## config.mk

```make
export PLATFORM = sky130hd
export DESIGN_NAME = pwrfail_guard
export DESIGN_NICKNAME = d
export VERILOG_FILES = /design/src/rtl/pwg_pkg.sv /design/src/rtl/pwg_upseq.sv /design/src/rtl/pwg_strobe.sv /design/src/rtl/pwg_battest.sv /design/src/rtl/pwrfail_guard.sv
export SDC_FILE = /design/constraint.sdc
export NUM_CORES = 1
export LEC_CHECK = 0
export BUFFER_PORTS_ARGS = -buffer_cell sky130_fd_sc_hd__buf_4
export CORE_MARGIN = 1.5
export CORE_UTILIZATION = 35
export CTS_BUF_LIST = sky130_fd_sc_hd__clkbuf_16
export DETAILED_ROUTE_END_ITERATION = 6
export PLACE_DENSITY = 0.5
export RECOVER_POWER = 50
export SLEW_MARGIN = 20
export SYNTH_ARGS = -nofsm -noshare
export SYNTH_HDL_FRONTEND = slang
export SYNTH_SLANG_ARGS = --single-unit
export TNS_END_PERCENT = 20
```

## constraint.sdc

```tcl
create_clock -name clk -period 5.7 [get_ports clk]
set_input_delay 0.285 -clock clk [delete_from_list [all_inputs] [get_ports clk]]
set_output_delay 0.285 -clock clk [all_outputs]
set_load 0.1 [all_outputs]
```

## src/rtl/pwg_pkg.sv

```systemverilog
package pwg_pkg;

  // Convert a window in milliseconds into clock cycles, never below one.
  function automatic longint unsigned ms_to_cyc(longint unsigned hz, longint unsigned ms);
    longint unsigned c;
    c = (hz * ms) / 64'd1000;
    return (c == 64'd0) ? 64'd1 : c;
  endfunction

  function automatic longint unsigned max3(longint unsigned a, longint unsigned b,
                                           longint unsigned c);
    longint unsigned m;
    m = (a > b) ? a : b;
    return (m > c) ? m : c;
  endfunction

endpackage

```

## src/rtl/pwg_upseq.sv

```systemverilog
module pwg_upseq #(
  parameter longint unsigned GATE_CYC = 2,
  parameter longint unsigned PROT_CYC = 125,
  parameter longint unsigned RST_CYC  = 200
) (
  input  logic clk,
  input  logic rst,
  input  logic powered,
  output logic strobe_blk,
  output logic write_blk,
  output logic sys_rst_q
);
  import pwg_pkg::*;

  localparam longint unsigned MAX_CYC = max3(GATE_CYC, PROT_CYC, RST_CYC);
  localparam int W = $clog2(MAX_CYC + 1);
  localparam logic [W-1:0] GATE_W = W'(GATE_CYC);
  localparam logic [W-1:0] PROT_W = W'(PROT_CYC);
  localparam logic [W-1:0] RST_W  = W'(RST_CYC);
  localparam logic [W-1:0] MAX_W  = W'(MAX_CYC);

  logic [W-1:0] cnt_q, cnt_d;

  // Count powered edges and stop at the longest window; any loss restarts at zero.
  always_comb begin
    if (!powered)            cnt_d = '0;
    else if (cnt_q == MAX_W) cnt_d = cnt_q;
    else                     cnt_d = cnt_q + 1'b1;
  end

  assign strobe_blk = (cnt_d < GATE_W);
  assign write_blk  = (cnt_d < PROT_W);

  always_ff @(posedge clk) begin
    if (rst) begin
      cnt_q     <= '0;
      sys_rst_q <= 1'b1;
    end else begin
      cnt_q     <= cnt_d;
      sys_rst_q <= (cnt_d < RST_W);
    end
  end

  assert_loss_resets_R2: assert property (@(posedge clk) disable iff (rst)
    !powered |=> sys_rst_q);

  assert_rst_covers_prot_R5: assert property (@(posedge clk) disable iff (rst)
    (!sys_rst_q && powered) |-> !write_blk);

  assert_restart_from_zero_R6: assert property (@(posedge clk) disable iff (rst)
    !powered |=> (cnt_q == '0));

endmodule

```

## src/rtl/pwg_strobe.sv

```systemverilog
module pwg_strobe (
  input  logic clk,
  input  logic rst,
  input  logic strobe_blk,
  input  logic write_blk,
  input  logic host_ce_n,
  input  logic host_we_n,
  input  logic host_oe_n,
  output logic mem_ce_n,
  output logic mem_we_n,
  output logic buf_drive
);
  logic ce_g_n, we_g_n;
  logic wfirst_q, wfirst_d;
  logic drive_d;

  always_comb begin
    ce_g_n = host_ce_n | strobe_blk;
    we_g_n = host_we_n | write_blk | strobe_blk;
    // An access that opens with write-enable already low stays write-first.
    if (ce_g_n)        wfirst_d = 1'b0;
    else if (mem_ce_n) wfirst_d = ~host_we_n;
    else               wfirst_d = wfirst_q;
    drive_d = ~ce_g_n & ~host_oe_n & host_we_n & ~wfirst_d;
  end

  always_ff @(posedge clk) begin
    if (rst) begin
      mem_ce_n  <= 1'b1;
      mem_we_n  <= 1'b1;
      buf_drive <= 1'b0;
      wfirst_q  <= 1'b0;
    end else begin
      mem_ce_n  <= ce_g_n;
      mem_we_n  <= we_g_n;
      buf_drive <= drive_d;
      wfirst_q  <= wfirst_d;
    end
  end

  assert_block_forces_high_R2: assert property (@(posedge clk) disable iff (rst)
    strobe_blk |=> (mem_ce_n && mem_we_n));

  assert_protect_holds_we_R4: assert property (@(posedge clk) disable iff (rst)
    write_blk |=> mem_we_n);

  assert_drive_only_read_R7: assert property (@(posedge clk) disable iff (rst)
    buf_drive |-> (!mem_ce_n && mem_we_n));

endmodule

```

## src/rtl/pwg_battest.sv

```systemverilog
module pwg_battest #(
  parameter longint unsigned PULSE_CYC  = 1000,
  parameter longint unsigned PERIOD_CYC = 1500
) (
  input  logic clk,
  input  logic rst,
  input  logic powered,
  input  logic batt_ok,
  output logic bat_load,
  output logic bat_warn
);
  localparam int PH_W = (PERIOD_CYC < 2) ? 1 : $clog2(PERIOD_CYC);
  localparam logic [PH_W-1:0] LAST_PH  = PH_W'(PERIOD_CYC - 1);
  localparam logic [PH_W-1:0] PULSE_W  = PH_W'(PULSE_CYC);
  localparam logic [PH_W-1:0] END_PH   = PH_W'(PULSE_CYC - 1);

  logic [PH_W-1:0] ph_q, ph_d;
  logic            act_q, act_d;
  logic            end_d;

  always_comb begin
    if (!powered) begin
      act_d = 1'b0;
      ph_d  = '0;
    end else if (!act_q) begin
      act_d = 1'b1;
      ph_d  = '0;
    end else begin
      act_d = 1'b1;
      ph_d  = (ph_q == LAST_PH) ? '0 : ph_q + 1'b1;
    end
    end_d = powered & act_q & (ph_q == END_PH);
  end

  always_ff @(posedge clk) begin
    if (rst) begin
      ph_q     <= '0;
      act_q    <= 1'b0;
      bat_load <= 1'b0;
      bat_warn <= 1'b0;
    end else begin
      ph_q     <= ph_d;
      act_q    <= act_d;
      bat_load <= powered & (ph_d < PULSE_W);
      if (end_d) bat_warn <= ~batt_ok;
    end
  end

  assert_load_needs_power_R10: assert property (@(posedge clk) disable iff (rst)
    !powered |=> !bat_load);

  assert_warn_moves_at_end_R9: assert property (@(posedge clk) disable iff (rst)
    !$fell(bat_load) |-> $stable(bat_warn));

  assert_test_starts_powered_R8: assert property (@(posedge clk) disable iff (rst)
    $rose(bat_load) |-> $past(powered));

endmodule

```

## src/rtl/pwrfail_guard.sv

```systemverilog
module pwrfail_guard #(
  parameter longint unsigned CLK_HZ    = 250_000_000,
  parameter longint unsigned GATE_MS   = 2,
  parameter longint unsigned PROT_MS   = 125,
  parameter longint unsigned RST_MS    = 200,
  parameter longint unsigned PULSE_MS  = 1000,
  parameter longint unsigned PERIOD_MS = 86_400_000
) (
  input  logic clk,
  input  logic rst,
  input  logic supply_fail,
  input  logic supply_good,
  input  logic batt_ok,
  input  logic host_ce_n,
  input  logic host_we_n,
  input  logic host_oe_n,
  output logic mem_ce_n,
  output logic mem_we_n,
  output logic buf_drive,
  output logic sys_rst,
  output logic bat_load,
  output logic bat_warn
);
  import pwg_pkg::*;

  localparam longint unsigned GATE_CYC   = ms_to_cyc(CLK_HZ, GATE_MS);
  localparam longint unsigned PROT_CYC   = ms_to_cyc(CLK_HZ, PROT_MS);
  localparam longint unsigned RST_CYC    = ms_to_cyc(CLK_HZ, RST_MS);
  localparam longint unsigned PULSE_CYC  = ms_to_cyc(CLK_HZ, PULSE_MS);
  localparam longint unsigned PERIOD_CYC = ms_to_cyc(CLK_HZ, PERIOD_MS);

  logic powered;
  logic strobe_blk, write_blk;

  assign powered = supply_good & ~supply_fail;

  pwg_upseq #(
    .GATE_CYC (GATE_CYC),
    .PROT_CYC (PROT_CYC),
    .RST_CYC  (RST_CYC)
  ) u_upseq (
    .clk        (clk),
    .rst        (rst),
    .powered    (powered),
    .strobe_blk (strobe_blk),
    .write_blk  (write_blk),
    .sys_rst_q  (sys_rst)
  );

  pwg_strobe u_strobe (
    .clk        (clk),
    .rst        (rst),
    .strobe_blk (strobe_blk),
    .write_blk  (write_blk),
    .host_ce_n  (host_ce_n),
    .host_we_n  (host_we_n),
    .host_oe_n  (host_oe_n),
    .mem_ce_n   (mem_ce_n),
    .mem_we_n   (mem_we_n),
    .buf_drive  (buf_drive)
  );

  pwg_battest #(
    .PULSE_CYC  (PULSE_CYC),
    .PERIOD_CYC (PERIOD_CYC)
  ) u_battest (
    .clk      (clk),
    .rst      (rst),
    .powered  (powered),
    .batt_ok  (batt_ok),
    .bat_load (bat_load),
    .bat_warn (bat_warn)
  );

  assert_we_needs_power_R4: assert property (@(posedge clk) disable iff (rst)
    !mem_we_n |-> $past(powered));

  assert_ce_needs_power_R3: assert property (@(posedge clk) disable iff (rst)
    !mem_ce_n |-> $past(powered));

endmodule

```

[Word level (Yosys, flattened, before mapping)]
Index checks and enable logic that the tools add are counted.
Storage, ports and cells
  memories kept: 0
  ROM bits: 0
  latch bits: 0
  memory bits (writable): 0
  register bits after elaboration: 79
  input port bits: 8
Cells by class
  multiplexer cells: 8
  div/mod/pow operators: 0
  $add $sub $neg: 2
  multipliers: 0
  bitwise gates (word level): 16
  reduce and logical (&&, ||, !) cells: 0
  magnitude comparators: 4
  shift-type cells: 0
  equality and inequality tests: 3
Operators with widths (count)
  $mux W45: 3
  $mux W26: 2
  $add A45 B1 Y45 const B: 1
  $eq A45 B28 Y1 const B: 1
  $eq A45 B45 Y1 const B: 1
  $lt A45 B28 Y1 const B: 1
  $add A26 B1 Y26 const B: 1
  $eq A26 B26 Y1 const B: 1
  $lt A26 B19 Y1 const B: 1
  $lt A26 B25 Y1 const B: 1
  $lt A26 B26 Y1 const B: 1
  $and A1 B1 Y1: 7
  $not A1 Y1: 6
  $mux W1: 3
  $or A1 B1 Y1: 3

[Longest topological paths before layout]
  depth after elaboration: 9
  gate-level depth with buffers: 10

[Cells and area by module]
A second synthesis with hierarchy kept.
Second synthesis, totals
  cell total of the unflattened synthesis: 612
  area, all modules: 4908.5 sq um
By module, submodules not included
  pwg_battest: cells an instance 373, times used 1, area each 2947.8 sq um
  pwg_upseq: cells an instance 228, times used 1, area each 1810.5 sq um
  pwg_strobe: cells an instance 10, times used 1, area each 136.4 sq um
  pwrfail_guard: cells an instance 1, times used 1, area each 13.8 sq um

[Least setup slack after synthesis]
Ideal clock, no wire load.
  path type: register -> register
  start: register u_upseq.cnt_q[1]
  end: register u_strobe.mem_we_n
  arrival time: 2.760 ns
  period minus slack after synthesis: 2.881 ns
  cell stages (with the launch flop): 10
  slack: 2.819 ns
  required time: 5.578 ns
  setup time: 0.122 ns
  cells stage by stage: dfxtp_1 -> ha_1 -> buf_2 -> inv_1 -> or4_4 -> or4_4 -> a211oi_2 -> nor3_1 -> a41o_1 -> a221o_1
On the way
  word-level cells in the longest chain between the ends: 6
  elaborated cells between the ends (all ways): 8
  classes of those cells: 1 x add/sub; 2 x order compare; 1 x eq/ne; 2 x mux; 2 x bitwise
Ends and longest elaborated chain
  start, declared: line pwg_upseq.sv:22  | logic [W-1:0] cnt_q, cnt_d;
  start signal, assigned: line pwg_upseq.sv:39  | cnt_q <= cnt_d;
  $add A26 B1 Y26 or $eq A26 B26 Y1 (tied branches): line pwg_upseq.sv:28, pwg_upseq.sv:27
  $mux W26 *: line pwg_upseq.sv:27  | else if (cnt_q == MAX_W) cnt_d = cnt_q;
  $mux W26 *: line pwg_upseq.sv:26  | if (!powered) cnt_d = '0;
  $lt A26 B25 Y1: line pwg_upseq.sv:32  | assign write_blk = (cnt_d < PROT_W);
  $or A1 B1 Y1: line pwg_strobe.sv:19  | we_g_n = host_we_n | write_blk | strobe_blk;
  $or A1 B1 Y1 *: line pwg_strobe.sv:19
  end signal, assigned: line pwg_strobe.sv:35  | mem_we_n <= we_g_n;
  end, declared: line pwg_strobe.sv:10  | output logic mem_we_n,
Every way passes the cells marked *; elsewhere a longest branch is shown, timed or not.
A chain may end at the register's enable or synchronous reset.

[Final worst setup path]
  start: register u_battest.ph_q[7]
  end: register u_battest.ph_q[13]
On the way
  word-level cells in the longest chain between the ends: 4
  elaborated cells between the ends (all ways): 5
  classes of those cells: 1 x add/sub; 1 x eq/ne; 3 x mux
Ends and longest elaborated chain
  start, declared: line pwg_battest.sv:17  | logic [PH_W-1:0] ph_q, ph_d;
  start signal, assigned: line pwg_battest.sv:42  | ph_q <= ph_d;
  $add A45 B1 Y45 or $eq A45 B45 Y1 (tied branches): line pwg_battest.sv:30  | ph_d = (ph_q == LAST_PH) ? '0 : ph_q + 1'b1;
  $mux W45 *: line pwg_battest.sv:30
  $mux W45 *: line pwg_battest.sv:25  | end else if (!act_q) begin
  $mux W45 *: line pwg_battest.sv:22  | if (!powered) begin
Marked as above.

==> flow_summary.toml <==
[status]
status = "finished with violations"
violations = "max-capacitance violations, max-slew violations"

[timing]
maxSlewViolCount = 46
slew_headroom = -0.3544
tightestPinTransition_ns = 2.032
period_needed_ns = 3.685
finalHoldViolations = 0
setup_viol = 0
period_share = 0.6465
fmax_mhz = 271.3
rsz0062_at_grt = "no"
finalClockSkew_ns = 0.009624
finalSetupTns_ns = 0

[detailed_routing]
routedWlPerCell_um = 16.47
met3_length_um = 577
wl_um = 12760
dr_total_vias = 4510
drt-met1-wl_um = 5774
drt_iter0_drc = 440
wl_met2_um = 6113
highest_layer = "met4"
route.detailed.drc = 0
first_pass_iters = 5
viasPerCell = 5.819
ant_nets = 0

[floorplan]
dieArea_um2 = 14590
pin_count = 14
fp.dieH_um = 120.8
core_um2 = 13400
dieWidth_um = 120.8
initial_core_util = 0.3624
fp-row-count = 42

[clock_tree]
cts_resized = 0
holdBufCountCts = 0
clkTransAtPathRegs_ns = 0.06
max-clock-path-buffers = 2
cts_max_level = 3
cts_tree = "done"
clock_latency_ns = 0.35
post_cts_buffers = 0
cts_buffers = 9
clkSinkCount = 79
root_buffer = "clkbuf_16"

[cells_and_area]
post-route-util = 0.3915
drive_gt1_frac = 0.05342
syn2layout_area_growth_pct = 8.039
final_nets = 606
nFillCells = 1392
diodes = 0

[setup_path]
startpoint_type = "flop"
regToRegStartpoint = "u_battest.ph_q[7]$_SDFF_PP0_"
rr_worst_depth = 6
endpoint = "u_battest.ph_q[13]$_SDFF_PP0_"
reg2reg_setup_slack_ns = 2.01
critPathKind = "reg -> reg"
path_max_fanout = 45
critPathLaunch = "u_battest.ph_q[7]$_SDFF_PP0_"
critPathRequiredTime_ns = 5.85
r2r-end = "u_battest.ph_q[13]$_SDFF_PP0_"
crit_path_end_kind = "flop"
crit_arrival_ns = 3.83

[synthesis]
async_flop_share = 0
synthCells = 614
synth_common_cells = "79 x dfxtp_1, 78 x nor2_1, 40 x nand2_1"
synth_cell_types = 61
synth.most_common_cell = "dfxtp_1"
synth_enable_flop_cells = 0
syn_nets = 625
synth_area_leaders = "dfxtp_1 33%, xnor2_1 7.0%, nor2_1 6.0%"
synth.cell_area_um2 = 4856
ys_seq_area_frac = 0.3257
synth-seq-cells = 79
yosysTopAreaCellShare = 0.3257
syn_avg_cell_area_um2 = 7.909
synth_ff_type = "dfxtp_1"
yosys_warnings = 0
synth.largest_area_cell = "dfxtp_1"

[global_routing]
grtUsageTotal = 0.1817
grt-ovfl-total = 0
grt_pass1_wl_um = 21060
grt_pass1_vias = 4253
antenna_found_initial = 0
grt_max_degree = 46

[pwr]
power_density_nw_per_um2 = 218.5
vdd.ir_drop.worst_mv = 0.1917
p_leak_nw = 1.517

[job]
drv_cap = 1

[min_path]
holdPathStages = 2
hold_class = "in -> reg"

[placement]
globalplace.congestion = 0.8492
port_buffers = 13
hpwl_um = 9020
==> where the power goes <==
| part | total, mW | switching, mW | internal (mW) |
|---|---|---|---|
| combinational | 0.0208 | 0.0145 | 0.00634 |
| clock | 0.571 | 0.236 | 0.335 |
| sequential | 0.554 | 0.000990 | 0.553 |
==> placed cells by master (no fill, tap or decap), types with 12 or more instances in the layout <==
cell type  synthesis  final
nor3_1            18     18
nor4_1            21     21
xor2_1            26     26
nand4_1           33     33
nand3_1           31     31
nand2_1           40     40
or4_1             11     13
and4_1            12     12
nor2_1            78     78
xnor2_1           39     39
dfxtp_1           79     79
inv_1             13     13
==> critical path: stages, from the launching register on <==
cell and delay [ns]:
dfxtp_1 0.49, and3_1 0.40, nand4_1 0.30, nor4_1 0.53, or3_1 0.17, clkbuf_1 1.44
nor2_1 0.13
==> kinds of logic (layout without fill, tap and decap cells) <==
| kind of cell | after synthesis | count (layout) | share of synthesized area |
|---|---|---|---|
| XOR/XNOR | 65 | 65 | 0.1172 |
| AND/OR/NAND/NOR | 321 | 321 | 0.3625 |
| multiplexers | 9 | 9 | 0.01855 |
| AO/OA/AOI/OAI | 80 | 80 | 0.1193 |
| flip-flops | 79 | 79 | 0.3257 |
| adder cells (fa/ha/maj) | 3 | 3 | 0.007731 |
| buffers and inverters | 57 | 42 | 0.04895 |
==> worst min-delay path by stage <==
stage	start	to
final	host_ce_n	u_strobe.buf_drive$_SDFF_PP0_
after global routing	host_ce_n	u_strobe.wfirst_q$_SDFF_PP0_
after CTS	host_ce_n	u_strobe.buf_drive$_SDFF_PP0_
after detailed placement	u_battest.ph_q[0]$_SDFF_PP0_	u_battest.ph_q[0]$_SDFF_PP0_
after global placement	u_battest.ph_q[0]$_SDFF_PP0_	u_battest.ph_q[0]$_SDFF_PP0_
after floorplan	host_ce_n	u_strobe.buf_drive$_SDFF_PP0_
==> stage by stage <==
step           instance area [um2]  power (mW)  setup WS, ns  instances  hold slack [ns]
6_report                      5246       1.146         2.015        775           0.1157
5_1_grt                       5246       1.189         1.575        775           0.1041
4_1_cts                       5280       1.166         2.468        775           0.1023
3_5_place_dp                  4992      0.5881         2.350        760           0.4679
3_3_place_gp                  4992      0.5876         2.467        760           0.4391
2_1_floorplan                 4856      0.5796         2.819        614           0.3578
==> cell type report <==
type | instances | area [um2] | share of cell area
Multi-Input combinational cell | 478 | 3029 | 0.5774
Sequential cell | 79 | 1582 | 0.3015
Clock buffer | 9 | 225.2 | 0.04293
Tap cell | 176 | 220.2 | 0.04197
Timing Repair Buffer | 14 | 78.83 | 0.01503
Clock inverter | 6 | 62.56 | 0.01192
Inverter | 13 | 48.80 | 0.009301
==> flip-flops by register name (all words and copies together), names as in the netlist <==
| name | cells |
|---|---|
| u_strobe.mem_we_n | 1 |
| u_upseq.sys_rst_q | 1 |
| u_upseq.cnt_q | 26 |
| u_battest.bat_load | 1 |
| u_strobe.wfirst_q | 1 |
| u_battest.bat_warn | 1 |
| u_strobe.buf_drive | 1 |
| u_battest.ph_q | 45 |
| u_battest.act_q | 1 |
| u_strobe.mem_ce_n | 1 |
==> per-layer routing <==
metal  vias to the layer above  global-route usage
li1                       2204                   -
met1                      2163              0.2231
met2                       121              0.3043
met3                        22             0.04670
met4                         0             0.06985
met5                         -                   0
Power figures use the tool's default switching activity.
